File: config.mk
export PLATFORM = sky130hd
export DESIGN_NAME = cfg_load_seq
export DESIGN_NICKNAME = d
export VERILOG_FILES = /design/src/rtl/cfg_load_pkg.sv /design/src/rtl/cfg_image_rom.sv /design/src/rtl/cfg_bank.sv /design/src/rtl/cfg_settle_timer.sv /design/src/rtl/cfg_load_seq.sv
export SDC_FILE = /design/constraint.sdc
export NUM_CORES = 1
export LEC_CHECK = 0
export BUFFER_PORTS_ARGS = -buffer_cell sky130_fd_sc_hd__buf_2
export CAP_MARGIN = 10
export CORE_MARGIN = 5
export CORE_UTILIZATION = 38
export CTS_CLUSTER_SIZE = 28
export DETAILED_ROUTE_END_ITERATION = 8
export PLACE_DENSITY = 0.62
export SYNTH_ARGS = -nofsm -noshare
export SYNTH_HDL_FRONTEND = slang
export SYNTH_SLANG_ARGS = --single-unit
File: constraint.sdc
create_clock -name clk -period 2.9 [get_ports clk]
set_input_delay 0.145 -clock clk [delete_from_list [all_inputs] [get_ports clk]]
set_output_delay 0.145 -clock clk [all_outputs]
set_load 0.005 [all_outputs]
File: src/rtl/cfg_load_pkg.sv
// Package: shared state encoding and image content function for the
// configuration load sequencer. Assumes image words fit in 32 bits.
package cfg_load_pkg;

    typedef enum logic [2:0] {
        ST_IDLE   = 3'd0,
        ST_COPY   = 3'd1,
        ST_COMMIT = 3'd2,
        ST_SETTLE = 3'd3,
        ST_LOAD   = 3'd4,
        ST_DONE   = 3'd5
    } ld_state_e;

    // Programmed nonvolatile content for word i (caller truncates to DW)
    function automatic logic [31:0] image_word(input int unsigned i);
        return (i * 32'h0101_0101) ^ 32'h5A3C_96E1;
    endfunction

endpackage

File: src/rtl/cfg_image_rom.sv
// Nonvolatile image model: WORDS configuration words plus one sequencer
// state word at index WORDS. Read is combinational. Assumes WORDS >= 2.
module cfg_image_rom #(
    parameter int unsigned WORDS    = 8,
    parameter int unsigned DW       = 16,
    parameter int unsigned SEQ_INIT = 32'h0000_1E5A,
    localparam int unsigned AW      = $clog2(WORDS)
) (
    input  logic [AW-1:0] word_addr,
    output logic [DW-1:0] word_data,
    output logic [DW-1:0] state_word
);
    import cfg_load_pkg::*;

    logic [DW-1:0] rom [WORDS];

    // Fill each image entry from the programmed content function
    for (genvar g = 0; g < WORDS; g++) begin : g_rom
        assign rom[g] = DW'(image_word(g));
    end

    // Select the configuration word being copied
    assign word_data  = rom[word_addr];
    assign state_word = DW'(SEQ_INIT);

endmodule

File: src/rtl/cfg_bank.sv
// Double-staged configuration bank. Front words take copy writes; a commit
// copies every front word to its back word in one edge; a live edit writes
// both stages of one word. Assumes the controller never overlaps them.
module cfg_bank #(
    parameter int unsigned WORDS = 8,
    parameter int unsigned DW    = 16,
    localparam int unsigned AW   = $clog2(WORDS)
) (
    input  logic          clk,
    input  logic          rst_n,
    input  logic          fwr_en,
    input  logic [AW-1:0] fwr_addr,
    input  logic [DW-1:0] fwr_data,
    input  logic          commit,
    input  logic          edit_en,
    input  logic [AW-1:0] edit_addr,
    input  logic [DW-1:0] edit_data,
    input  logic [AW-1:0] rd_addr,
    output logic [DW-1:0] rd_front,
    output logic [DW-1:0] rd_back
);
    logic [DW-1:0] front [WORDS];
    logic [DW-1:0] back  [WORDS];

    for (genvar g = 0; g < WORDS; g++) begin : g_word
        // Front stage: copy write or live edit of this word
        always_ff @(posedge clk) begin
            if (!rst_n)
                front[g] <= '0;
            else if (fwr_en && fwr_addr == AW'(g))
                front[g] <= fwr_data;
            else if (edit_en && edit_addr == AW'(g))
                front[g] <= edit_data;
        end

        // Back stage: bank-wide commit or live edit of this word
        always_ff @(posedge clk) begin
            if (!rst_n)
                back[g] <= '0;
            else if (commit)
                back[g] <= front[g];
            else if (edit_en && edit_addr == AW'(g))
                back[g] <= edit_data;
        end
    end

    // Observation port
    assign rd_front = front[rd_addr];
    assign rd_back  = back[rd_addr];

    AST_COMMIT_EXCLUSIVE: assert property (@(posedge clk) disable iff (!rst_n)
        commit |-> (!fwr_en && !edit_en));

endmodule

File: src/rtl/cfg_settle_timer.sv
// Settling delay counter: counts while run is high and flags the last
// cycle of a SETTLE_CYC-cycle window. Clears whenever run is low.
// Assumes SETTLE_CYC >= 2.
module cfg_settle_timer #(
    parameter int unsigned SETTLE_CYC = 50000,
    localparam int unsigned CW        = $clog2(SETTLE_CYC)
) (
    input  logic clk,
    input  logic rst_n,
    input  logic run,
    output logic expire
);
    localparam logic [CW-1:0] LAST = CW'(SETTLE_CYC - 1);

    logic [CW-1:0] cnt;

    // Advance while running, otherwise hold at zero
    always_ff @(posedge clk) begin
        if (!rst_n || !run)
            cnt <= '0;
        else if (cnt != LAST)
            cnt <= cnt + 1'b1;
    end

    assign expire = run && (cnt == LAST);

    AST_NO_OVERFLOW: assert property (@(posedge clk) disable iff (!rst_n)
        cnt <= LAST);
    AST_EXPIRE_AFTER_RUN: assert property (@(posedge clk) disable iff (!rst_n)
        expire |-> $past(run));

endmodule

File: src/rtl/cfg_load_seq.sv
// Power-up configuration load sequencer. Waits for lockout release, copies
// the image into the front stage one word per cycle, commits all words at
// once, waits SETTLE_CYC cycles and loads the first sequencer state. Holds
// bus_busy until the commit. Assumes lockout is synchronous to clk.
module cfg_load_seq #(
    parameter int unsigned WORDS      = 8,
    parameter int unsigned DW         = 16,
    parameter int unsigned SETTLE_CYC = 50000,
    parameter int unsigned SEQ_INIT   = 32'h0000_1E5A,
    localparam int unsigned AW        = $clog2(WORDS)
) (
    input  logic          clk,
    input  logic          rst_n,
    input  logic          lockout,
    input  logic          reload_req,
    input  logic          edit_en,
    input  logic [AW-1:0] edit_addr,
    input  logic [DW-1:0] edit_data,
    input  logic [AW-1:0] rd_addr,
    output logic [DW-1:0] rd_front,
    output logic [DW-1:0] rd_back,
    output logic          bus_busy,
    output logic          seq_state_vld,
    output logic [DW-1:0] seq_state,
    output logic          load_done
);
    import cfg_load_pkg::*;

    localparam logic [AW-1:0] LAST_IDX = AW'(WORDS - 1);

    ld_state_e     state;
    logic [AW-1:0] idx;
    logic [DW-1:0] img_data;
    logic [DW-1:0] img_state;
    logic          settle_done;
    logic          edit_ok;

    cfg_image_rom #(.WORDS(WORDS), .DW(DW), .SEQ_INIT(SEQ_INIT)) u_rom (
        .word_addr (idx),
        .word_data (img_data),
        .state_word(img_state)
    );

    cfg_settle_timer #(.SETTLE_CYC(SETTLE_CYC)) u_timer (
        .clk   (clk),
        .rst_n (rst_n),
        .run   (state == ST_SETTLE),
        .expire(settle_done)
    );

    assign edit_ok = edit_en && !lockout && (state == ST_DONE);

    cfg_bank #(.WORDS(WORDS), .DW(DW)) u_bank (
        .clk      (clk),
        .rst_n    (rst_n),
        .fwr_en   (state == ST_COPY && !lockout),
        .fwr_addr (idx),
        .fwr_data (img_data),
        .commit   (state == ST_COMMIT && !lockout),
        .edit_en  (edit_ok),
        .edit_addr(edit_addr),
        .edit_data(edit_data),
        .rd_addr  (rd_addr),
        .rd_front (rd_front),
        .rd_back  (rd_back)
    );

    // Load sequence state machine with lockout override
    always_ff @(posedge clk) begin
        if (!rst_n || lockout) begin
            state <= ST_IDLE;
            idx   <= '0;
        end else begin
            case (state)
                ST_IDLE: begin
                    state <= ST_COPY;
                    idx   <= '0;
                end
                ST_COPY: begin
                    idx <= idx + 1'b1;
                    if (idx == LAST_IDX)
                        state <= ST_COMMIT;
                end
                ST_COMMIT: state <= ST_SETTLE;
                ST_SETTLE: if (settle_done) state <= ST_LOAD;
                ST_LOAD:   state <= ST_DONE;
                ST_DONE: begin
                    if (reload_req) begin
                        state <= ST_COPY;
                        idx   <= '0;
                    end
                end
                default: state <= ST_IDLE;
            endcase
        end
    end

    // Sequencer state hand-off and done pulse
    always_ff @(posedge clk) begin
        if (!rst_n) begin
            seq_state_vld <= 1'b0;
            seq_state     <= '0;
            load_done     <= 1'b0;
        end else begin
            load_done <= !lockout && (state == ST_LOAD);
            if (lockout || (state == ST_DONE && reload_req)) begin
                seq_state_vld <= 1'b0;
            end else if (state == ST_LOAD) begin
                seq_state_vld <= 1'b1;
                seq_state     <= img_state;
            end
        end
    end

    // Refuse bus traffic until the commit has happened
    assign bus_busy = (state == ST_IDLE) || (state == ST_COPY) || (state == ST_COMMIT);

    AST_LOCKOUT_IDLE: assert property (@(posedge clk) disable iff (!rst_n)
        lockout |=> (state == ST_IDLE));
    AST_DONE_PULSE: assert property (@(posedge clk) disable iff (!rst_n)
        load_done |=> !load_done);
    AST_DONE_NOT_BUSY: assert property (@(posedge clk) disable iff (!rst_n)
        load_done |-> (!bus_busy && seq_state_vld));
    AST_RELOAD_IGNORED: assert property (@(posedge clk) disable iff (!rst_n)
        (state == ST_COPY && !lockout && reload_req) |=>
        (state == ST_COPY || state == ST_COMMIT));
    AST_SETTLE_BEFORE_LOAD: assert property (@(posedge clk) disable iff (!rst_n)
        (state == ST_LOAD) |-> ($past(state) == ST_SETTLE));

endmodule

; Word-level counts from Yosys, hierarchy flattened
; Memories as Yosys holds them, arrays and structs flattened.
; Cells that the tools add are included.
; W data, S select, Z words.
[word_totals]
mem_bits_rw = 256
rom_bits = 128
latchBits = 0
regBits = 25
out_inout_bits = 51
n_memories = 3
elab_cells = 234
inputBits = 27
[memory_table]
columns = name, depth, width, rd, rd_clocked_by_memory_dff, write_ports, line_no
row1 = (no name shown), 8, 16, 1, 0, 0, cfg_image_rom.sv:23  ; assign word_data = rom[word_addr];
row2 = u_bank.back, 8, 16, 1, 0, 8, cfg_bank.sv:23  ; logic [DW-1:0] back [WORDS];
row3 = u_bank.front, 8, 16, 9, 0, 8, cfg_bank.sv:22  ; logic [DW-1:0] front [WORDS];
[op_classes]
n_div = 0
shifts = 0
reduce_logical = 39
mux = 124
bitwise = 35
order_cmp = 1
n_eq_ne = 24
multipliers = 0
addsub = 2
[ops]
columns = cell, count
row1 = $mux W16, 34
row2 = $mux W1, 84
row3 = $or A1 B1 Y1, 32
row4 = $eq A3 B3 Y1 const B, 10
row5 = $logic_and A1 B1 Y1, 23
row6 = $eq A3 B2 Y1 const B, 6
row7 = $pmux W3 S6, 1
row8 = $add A16 B1 Y16 const B, 1
row9 = $eq A16 B16 Y1 const B, 1
row10 = $ne A16 B16 Y1 const B, 1
row11 = $mux W3, 4
row12 = $eq A3 B1 Y1 const B, 3
row13 = $logic_not A3 Y1, 3
row14 = $pmux W3 S3, 1
row15 = $ne A2 B2 Y1 const B, 3
row16 = $logic_or A1 B1 Y1, 5
row17 = $ge A4 B4 Y1 const B, 1
row18 = $not A3 Y4, 1
row19 = $reduce_and A2 Y1, 2
row20 = $add A3 B1 Y3 const B, 1
row21 = $logic_not A1 Y1, 3
row22 = $reduce_and A3 Y1, 1
row23 = $reduce_bool A3 Y1, 1
row24 = $not A1 Y1, 2
row25 = $reduce_or A2 Y1, 1

; Logic depth before layout (Yosys ltp)
; Gate-level depths: netlist of run 1.
[logic_depth]
word_depth = 9
mapped_depth = 7
depth_no_buf = 6

; By module
; Synthesis of run 1 repeated with hierarchy kept, for this count alone.
[hier_totals]
cells_unflattened = 1063
area_unflattened_um2 = 14632.8
[modules_own_cells]
columns = mod, n_inst, cells_per_inst, area_per_inst_um2, seq_area_each_um2
row1 = cfg_bank, 1, 826, 12663.4, 7687.4
row2 = cfg_load_seq, 1, 119, 997.2, 480.5
row3 = cfg_settle_timer, 1, 84, 735.7, 320.3
row4 = cfg_image_rom, 1, 34, 236.5, 0.0

; Worst setup path after synthesis of run 1
; OpenSTA, ideal clock, no wires.
[synth_timing]
path_type = flip-flop to flip-flop
startpoint = register state[1]
endpoint = memory u_bank.back[4][0], enable pin
setup_time_ps = 411
setup_slack_ps = 302
t_arrival_ps = 2186
path_stages_with_launch = 4
t_required_ps = 2489
cell_sequence = dfxtp_1 buf_2 or4_4 o21ai_0
[synth_lines]
columns = element, line_no
row1 = start: declaration, cfg_load_seq.sv:31  ; ld_state_e state;
row2 = start signal: assignment, cfg_load_seq.sv:71  ; state <= ST_IDLE;
row3 = start signal: assignment, cfg_load_seq.sv:76  ; state <= ST_COPY;
row4 = start signal: assignment, cfg_load_seq.sv:82  ; state <= ST_COMMIT;
row5 = end: declaration, cfg_bank.sv:23

==> results.cfg, run 1 <==
[run_status]
status = finished, final reports clean

[timing]
fmax_ghz = 0.397
period_needed_ns = 2.52
hold_violations = 0
slew_headroom_pct = 18.1
setup_viol = 0
tns_ns = 0
rsz0062_at_grt = no
fin_worst_skew_ns = 0.0238
finalCritPeriodShare_pct = 86.8
slew_violations = 0
tightest_slew_ns = 1.22

[routing]
drt-initial-drc-count = 1007
vias = 8974
drc_errors = 0
first_pass_iters = 6
final_antenna_net_count = 0
wire_per_inst_um = 26.8
post_drt_via_cell_ratio = 6.08
wirelength_um = 39500

[synth]
ys_seq_area_share_pct = 59.0
syn_area_mm2 = 0.0139
synth-seq-cells = 281
synth_edf_count = 256
yosysWarnings = 0
async_reset_ff_share_pct = 0
synth.distinct_cells = 60
synth_area_per_cell_um2 = 14.8
synth_flop_cell = edfxtp_1
netlist_instances = 938

[global_routing]
grt_pass1_vias = 8882
grt_pass1_wl_um = 58400
grt_usage_pct = 19.0
antenna_found_initial = 2
gr-total-overflow = 0
grt_max_degree = 45

[clock_tree]
clk_pin_slew_worst_paths_ns = 0.06
clock_latency_ns = 0.56
clock_path_buffers = 3
cts_num_sinks = 281
cts-root-buf = clkbuf_16
htree_levels = 1
cts_tree = yes
ctsResizeCount = 0
cts_buffers = 30

[die]
die_y_um = 201
initial_core_util_pct = 38.2
io_pins = 78
chipWidth_um = 201
coreArea_mm2 = 0.0363
num_rows = 70
fp.dieArea_mm2 = 0.0405

[setup_path]
critPathMaxFanout = 17
end_kind = register
critPathKind = reg -> reg
r2r_slack_ns = 0.38
reg2regPathDepth = 5
cp.required_ns = 3.12
start_kind = register
arrival_ns = 2.73

[place]
gp_congestion = 0.860
port_buffers = 69
dpl_cell_area_mm2 = 0.0148
dp_hpwl_um = 25100

[finish]
drive_above_1_share_pct = 28.2
fill_cells = 3217
fin_area_mm2 = 0.0158
fin_util_pct = 43.4
num-nets-final = 1019
area_growth_pct = 13.5
layout_commonest_cell = edfxtp_1
final_cell_mix = edfxtp_1 (256), a22o_1 (73), buf_2 (68)

[pwr]
p_clk_share_pct = 41.0
power_leakage_nw = 6.04
seq_power_share_pct = 51.4
ir_drop_v = 0.000387
p_per_area_mw_per_mm2 = 570
combPwrFrac_pct = 7.6
p_sw_share_pct = 22.9
p_int_mw = 6.92
p_total_mw = 8.98
p_switching_mw = 2.05

[flow_run]
max_cap_violations = 0

[worst_hold_path]
hp-class = in -> reg
hold_path_depth = 2
logic make-up after synthesis:
kind of cell	Yosys count	synth area share (%)
flip-flops	281	59.0
AND/OR/NAND/NOR	172	7.68
other	1	0.0270
XOR/XNOR	9	0.568
buffers and inverters	124	4.11
multiplexers	101	13.3
adder cells (fa/ha/maj)	7	0.631
AO/OA/AOI/OAI	243	14.7
timing repair:
| item | 4_1_cts | 5_1_grt |
|---|---|---|
| hold buffers | 1 | 0 |
| buffers inserted | 0 | 0 |
| hold endpoints to repair | 2 | 0 |
power by group through the flow:
stage / clock network (mW) / logic [mW] / registers, mW
final: 3.68 / 0.685 / 4.61
after global placement: 0 / 0.679 / 4.69
after CTS: 3.72 / 0.686 / 4.61
after detailed placement: 0 / 0.683 / 4.70
after global routing: 3.90 / 0.717 / 4.63
after floorplan: 0 / 0.391 / 4.67
cell type report:
| class | count | area [um^2] | area share, % |
|---|---|---|---|
| sequential | 281 | 8190 | 51.9 |
| multi-input combinational | 540 | 5210 | 33.1 |
| timing repair buffer | 123 | 818 | 5.19 |
| clock buffer | 37 | 798 | 5.06 |
| tap | 468 | 586 | 3.71 |
| clock inverter | 16 | 128 | 0.810 |
| inverter | 9 | 33.8 | 0.214 |
| antenna | 1 | 2.50 | 0.0159 |
sequential cells by signal, summed over array words and instances, names as in the netlist:
signal and cells:
seq_state_vld 1, state 3, seq_state 1, u_bank.front 128, load_done 1, u_bank.back 128, u_timer.cnt 16, idx 3
path summary, 6_finish.rpt:
kind | startpoint | endpoint
max | state[0]$_SDFFE_PP0P_ | u_bank.front[6][3]$_SDFFCE_PN0P_
min | rst_n | seq_state[1]$_SDFFE_PN0P_
max reg2reg | state[0]$_SDFFE_PP0P_ | u_bank.front[6][3]$_SDFFCE_PN0P_
min reg2reg | seq_state_vld$_SDFFE_PP0P_ | seq_state_vld$_SDFFE_PP0P_
stage by stage:
| step | hold WS, ns | setup WS, ns | std cells |
|---|---|---|---|
| floorplan | 0.332 | 0.302 | 945 |
| global placement | 0.467 | 0.495 | 1420 |
| detailed placement | 0.471 | 0.446 | 1420 |
| CTS | 0.0217 | 0.421 | 1474 |
| global route | 0.0414 | 0.314 | 1475 |
| finish | 0.0480 | 0.384 | 1475 |
synth_stat cells (6+ instances only):
library cell | number | area (um^2)
a21o_1 | 59 | 443
a21oi_1 | 13 | 65.1
a22o_1 | 73 | 639
a32o_1 | 66 | 661
and2_1 | 27 | 169
and3_1 | 33 | 206
buf_1 | 12 | 45.0
buf_2 | 33 | 165
buf_4 | 17 | 128
clkbuf_1 | 53 | 199
dfxtp_1 | 25 | 500
edfxtp_1 | 256 | 7690
ha_1 | 7 | 87.6
inv_1 | 6 | 22.5
mux2_2 | 32 | 360
mux4_2 | 64 | 1440
nand2_1 | 16 | 60.1
nand3_1 | 12 | 60.1
nand4_1 | 7 | 43.8
nor2_1 | 27 | 101
nor3_1 | 7 | 35.0
o21a_1 | 7 | 52.6
o21ai_0 | 14 | 70.1
metal layers:
layer	track usage, %	part of all wire (%)	wire length, um	vias to the layer above
met4	4.47	2.4	932	2
met2	30.0	47	18400	440
met5	0	0.020	8	-
met3	4.03	9.1	3580	58
met1	27.1	42	16600	4574
li1	-	-	-	3900
worst max-delay path, stage by stage, from the launching register on:
cell and delay, ns:
dfxtp_1 0.41, and4bb_2 0.34, nand3_4 0.17, nor2_2 0.77, a211o_1 0.20, buf_4 0.28
No activity file was read; power rests on OpenSTA's default activity.
==> run 2: changes to the inputs <==
--- a/config.mk
+++ b/config.mk
@@ -11,7 +11,7 @@
 export CORE_UTILIZATION = 38
 export CTS_CLUSTER_SIZE = 28
 export DETAILED_ROUTE_END_ITERATION = 8
-export PLACE_DENSITY = 0.62
+export PLACE_DENSITY = 0.65
 export SYNTH_ARGS = -nofsm -noshare
 export SYNTH_HDL_FRONTEND = slang
 export SYNTH_SLANG_ARGS = --single-unit
==> run 2 against run 1 <==
Setup slack lost 0.0053 ns. Cell area is essentially flat. Hold slack lost 0.00067 ns. Maximum frequency shrank 0.21%. Largest power group unchanged.
==> results.cfg, run 2 (synthesis results as in run 1) <==
[run_status]
status = finished, final reports clean

[pwr]
p_clk_share_pct = 40.2
p_per_area_mw_per_mm2 = 563
combPwrFrac_pct = 7.8
p_switching_mw = 2.05
seq_power_share_pct = 52.0
p_sw_share_pct = 23.1
p_int_mw = 6.83
power_leakage_nw = 6.03
ir_drop_v = 0.000508

[global_routing]
gr-total-overflow = 0
antenna_found_initial = 0
grt_pass1_vias = 9244
grt_pass1_wl_um = 59800
grt_usage_pct = 19.2
grt_max_degree = 129

[clock_tree]
cts_tree = yes
clock_path_buffers = 3
clk_pin_slew_worst_paths_ns = 0.06
clock_latency_ns = 0.56
cts_num_sinks = 281
cts-root-buf = clkbuf_16
htree_levels = 1
cts_buffers = 29
ctsResizeCount = 0

[setup_path]
cp.required_ns = 3.08
slowest_stage = or3_1
start_kind = register
r2r-start = idx[1]$_SDFFE_PP0P_
arrival_ns = 2.70
critPathMaxFanout = 16
worstSetupStartpoint = idx[1]$_SDFFE_PP0P_
crit_end = u_bank.front[2][13]$_SDFFCE_PN0P_
r2r_slack_ns = 0.38
cp_cell_sequence = ha_1, nor4b_1, or3_1
reg2regPathDepth = 3
end_kind = register
critPathKind = reg -> reg
slowest_delay_ns = 0.84
r2r_end = u_bank.front[2][13]$_SDFFCE_PN0P_

[routing]
vias = 9174
post_drt_via_cell_ratio = 6.23
wirelength_um = 39800
first_pass_iters = 5
wire_per_inst_um = 27.0
final_antenna_net_count = 0
drc_errors = 0
drt-initial-drc-count = 1053

[finish]
num-nets-final = 1016
fill_cells = 3237
final_cell_mix = edfxtp_1 (256), a22o_1 (73), buf_2 (68)
layout_commonest_cell = edfxtp_1
ff_latch_area_mm2 = 0.00819
multiInputGateArea_mm2 = 0.00521
fin_util_pct = 43.3
reg_top3 = u_bank.back: 128 flops, u_bank.front: 128 flops, u_timer.cnt: 16 flops
area_growth_pct = 13.4
diodes = 0
drive_above_1_share_pct = 28.3

[timing]
tightest_slew_ns = 1.09
hold_violations = 0
finalCritPeriodShare_pct = 86.9
period_needed_ns = 2.52
slew_headroom_pct = 27.7
setup_viol = 0
slew_violations = 0
tns_ns = 0
rsz0062_at_grt = no
fmax_ghz = 0.397
fin_worst_skew_ns = 0.0157
hold_slack_ns = 0.0474

[die]
num_rows = 70
die_y_um = 201
initial_core_util_pct = 38.2
fp.dieArea_mm2 = 0.0405
coreArea_mm2 = 0.0363
chipWidth_um = 201
io_pins = 78

[flow_run]
max_cap_violations = 0

[place]
port_buffers = 69
gp_congestion = 0.849
dp_hpwl_um = 24800

[worst_hold_path]
hp-class = in -> reg
run 2: worst min-delay path by stage:
stage / to / cells past startpoint / slack, ns / start
4_1_cts: seq_state[1]$_SDFFE_PN0P_ / 2 / 0.02 / rst_n
3_3_place_gp: seq_state_vld$_SDFFE_PP0P_ / 4 / 0.47 / reload_req
6_report: seq_state[1]$_SDFFE_PN0P_ / 2 / 0.05 / rst_n
3_5_place_dp: seq_state_vld$_SDFFE_PP0P_ / 4 / 0.47 / reload_req
5_1_grt: seq_state[1]$_SDFFE_PN0P_ / 2 / 0.04 / rst_n
2_1_floorplan: seq_state_vld$_SDFFE_PP0P_ / 3 / 0.33 / reload_req
run 2: repair_timing:
action,in CTS,in global routing
setup buffers,0,0
endpoints found under the hold margin,2,0
hold buffers,1,0
run 2: routing by layer:
| layer | share of wire, % | wire [um] | global-route usage, % | vias up |
|---|---|---|---|---|
| met5 | 0 | 0 | 0 | - |
| met4 | 2.5 | 987 | 5.01 | 0 |
| met3 | 11 | 4230 | 4.35 | 66 |
| met2 | 46 | 18500 | 30.0 | 559 |
| met1 | 40 | 16100 | 27.4 | 4657 |
| li1 | - | - | - | 3892 |
run 2: stage by stage:
stage | instances | total power [mW] | instance area (um^2) | setup slack, ns
final | 1473 | 8.87 | 15700 | 0.379
after global routing | 1473 | 9.16 | 15700 | 0.272
after CTS | 1473 | 8.92 | 15700 | 0.380
after detailed placement | 1418 | 5.39 | 14900 | 0.414
after global placement | 1418 | 5.38 | 14900 | 0.449
after floorplan | 945 | 5.06 | 13900 | 0.302
run 2: power by group through the flow:
stage	combinational (mW)	sequential, mW	clock [mW]
2_1_floorplan	0.391	4.67	0
3_5_place_dp	0.690	4.70	0
5_1_grt	0.728	4.62	3.81
6_report	0.695	4.61	3.56
3_3_place_gp	0.686	4.69	0
4_1_cts	0.693	4.61	3.62
run 2: critical path, delay by kind of cell (launching register included):
family	cells	cell delay, ns
adder cells (fa/ha/maj)	1	0.26
AND/OR/NAND/NOR	2	1.17
flip-flops	1	0.69
run 2: layout make-up:
| cell class | count | area share (%) |
|---|---|---|
| Multi-Input combinational cell | 540 | 33.1 |
| Tap cell | 468 | 3.72 |
| Clock inverter | 19 | 0.890 |
| Inverter | 9 | 0.215 |
| Timing Repair Buffer | 121 | 5.34 |
| Clock buffer | 35 | 4.75 |
| Sequential cell | 281 | 52.0 |
==> run 3: changes to the inputs <==
--- a/config.mk
+++ b/config.mk
@@ -8,10 +8,10 @@
 export BUFFER_PORTS_ARGS = -buffer_cell sky130_fd_sc_hd__buf_2
 export CAP_MARGIN = 10
 export CORE_MARGIN = 5
-export CORE_UTILIZATION = 38
+export CORE_UTILIZATION = 61
 export CTS_CLUSTER_SIZE = 28
 export DETAILED_ROUTE_END_ITERATION = 8
-export PLACE_DENSITY = 0.65
+export PLACE_DENSITY = 0.91
 export SYNTH_ARGS = -nofsm -noshare
 export SYNTH_HDL_FRONTEND = slang
 export SYNTH_SLANG_ARGS = --single-unit
==> run 3 against run 2 <==
Final cell count shrank 12%. Sequential power is essentially flat. Sequential share of layout area grew 0.68 points.
==> results.cfg, run 3 (synthesis results as in run 1) <==
[routing]
first_pass_iters = 6
drc_errors = 0
wirelength_um = 39500
post_drt_via_cell_ratio = 7.55
vias = 9735
drt-initial-drc-count = 1617
wire_per_inst_um = 30.7
final_antenna_net_count = 0

[clock_tree]
cts_tree = yes
cts-root-buf = clkbuf_16
post-cts-setup-buffers = 0
cts_num_sinks = 281
cts_buffers = 29
clk_pin_slew_worst_paths_ns = 0.06
clock_latency_ns = 0.57
ctsResizeCount = 0
clock_path_buffers = 3
htree_levels = 1

[place]
dp_hpwl_um = 23400
dpl_cell_area_mm2 = 0.0146
port_buffers = 69
dp_cells = 1231
gp_congestion = 0.905

[pwr]
seq_power_share_pct = 50.7
power_leakage_nw = 6.04
p_per_area_mw_per_mm2 = 587
combPwrFrac_pct = 7.4
p_switching_mw = 2.08
p_int_mw = 7.04
ir_drop_v = 0.000449
p_sw_share_pct = 22.8
p_total_mw = 9.12
p_clk_share_pct = 41.9

[timing]
slew_headroom_pct = 28.6
slew_violations = 0
period_needed_ns = 2.73
hold_violations = 0
setup_viol = 0
rsz0062_at_grt = no
finalCritPeriodShare_pct = 94.2
fin_worst_skew_ns = 0.0126
fmax_ghz = 0.366
tns_ns = 0
tightest_slew_ns = 1.07

[setup_path]
end_kind = register
critPathMaxFanout = 14
cp.required_ns = 3.19
arrival_ns = 3.02
critPathKind = reg -> reg
start_kind = register
reg2regPathDepth = 6

[finish]
num-nets-final = 1012
multiInputGateArea_mm2 = 0.00521
layout_commonest_cell = edfxtp_1
reg_top3 = u_bank.back: 128 flops, u_bank.front: 128 flops, u_timer.cnt: 16 flops
finalNonFillerCells = 1289
fin_area_mm2 = 0.0155
area_growth_pct = 12.0
ff_latch_area_mm2 = 0.00819
final_cell_mix = edfxtp_1 (256), a22o_1 (73), buf_2 (68)
fill_cells = 1374
fin_util_pct = 69.1
drive_above_1_share_pct = 28.6

[flow_run]
max_cap_violations = 0

[worst_hold_path]
hp-class = in -> reg
hold_path_depth = 2

[run_status]
status = finished, final reports clean

[global_routing]
grt_max_degree = 129
grt_pass1_wl_um = 59500
antenna_found_initial = 4
gr-total-overflow = 0
grt_usage_pct = 30.4
grt_pass1_vias = 9590

[die]
die_y_um = 161
coreArea_mm2 = 0.0225
num_rows = 55
initial_core_util_pct = 61.7
io_pins = 78
fp.dieArea_mm2 = 0.0259
chipWidth_um = 161
run 3: cell count changes in the layout (fill, tap and decap cells not counted), moves of 2 or more:
cell / before / now
clkinv_1: 12 / 6
bufinv_16: 2 / 4
buf_12: 8 / 5
clkinv_2: 4 / 6
clkinvlp_4: 0 / 2
diode_2: 0 / 3
run 3: what timing repair did:
| item | CTS | global route |
|---|---|---|
| hold endpoints to repair | 2 | 0 |
| hold buffers | 1 | 0 |
| setup endpoints to repair | 0 | 0 |
run 3: cell type report:
cell class / instances / area share (%)
diodes: 3 / 0.0483
inverters: 9 / 0.217
repair buffers: 117 / 4.97
well taps: 285 / 2.29
multi-input cells: 540 / 33.5
flip-flops and latches: 281 / 52.7
clock inverters: 19 / 1.40
clock buffers: 35 / 4.88
run 3: path summary, 6_finish.rpt:
kind                                                  from                               end  slack, ns
worst max register to register         idx[1]$_SDFFE_PP0P_  u_bank.front[4][5]$_SDFFCE_PN0P_       0.17
worst min-delay path                                 rst_n         seq_state[1]$_SDFFE_PN0P_       0.05
worst min register to register  seq_state_vld$_SDFFE_PP0P_        seq_state_vld$_SDFFE_PP0P_       0.51
worst max-delay path                   idx[1]$_SDFFE_PP0P_  u_bank.front[4][5]$_SDFFCE_PN0P_       0.17
run 3: stage by stage:
stage | hold WS [ns] | setup WS [ns]
after floorplan | 0.332 | 0.302
after global placement | 0.466 | 0.450
after detailed placement | 0.477 | 0.359
after CTS | 0.0115 | 0.282
after global routing | 0.0408 | 0.117
final | 0.0495 | 0.168
run 3: power by group through the flow:
stage | combinational [mW] | clock, mW | sequential (mW)
after global routing | 0.695 | 4.01 | 4.63
after floorplan | 0.391 | 0 | 4.67
after detailed placement | 0.650 | 0 | 4.70
after global placement | 0.636 | 0 | 4.69
after CTS | 0.658 | 3.83 | 4.62
final | 0.671 | 3.82 | 4.63
run 3: critical path, cell delays in order (launching register included):
cell      delay, ns
dfxtp_1        0.68
clkinv_1       0.45
ha_1           0.35
and3_1         0.20
nor2_1         0.32
nand2_1        0.19
buf_4          0.28
run 3: routing by layer:
layer  global-route usage (%)  routed length [um]  vias to the layer above
met5                        0                  13                        -
met4                     14.7                2370                        2
met3                     8.06                5790                      200
met2                     47.3               18400                      914
met1                     40.3               13000                     4728
li1                         -                   -                     3891
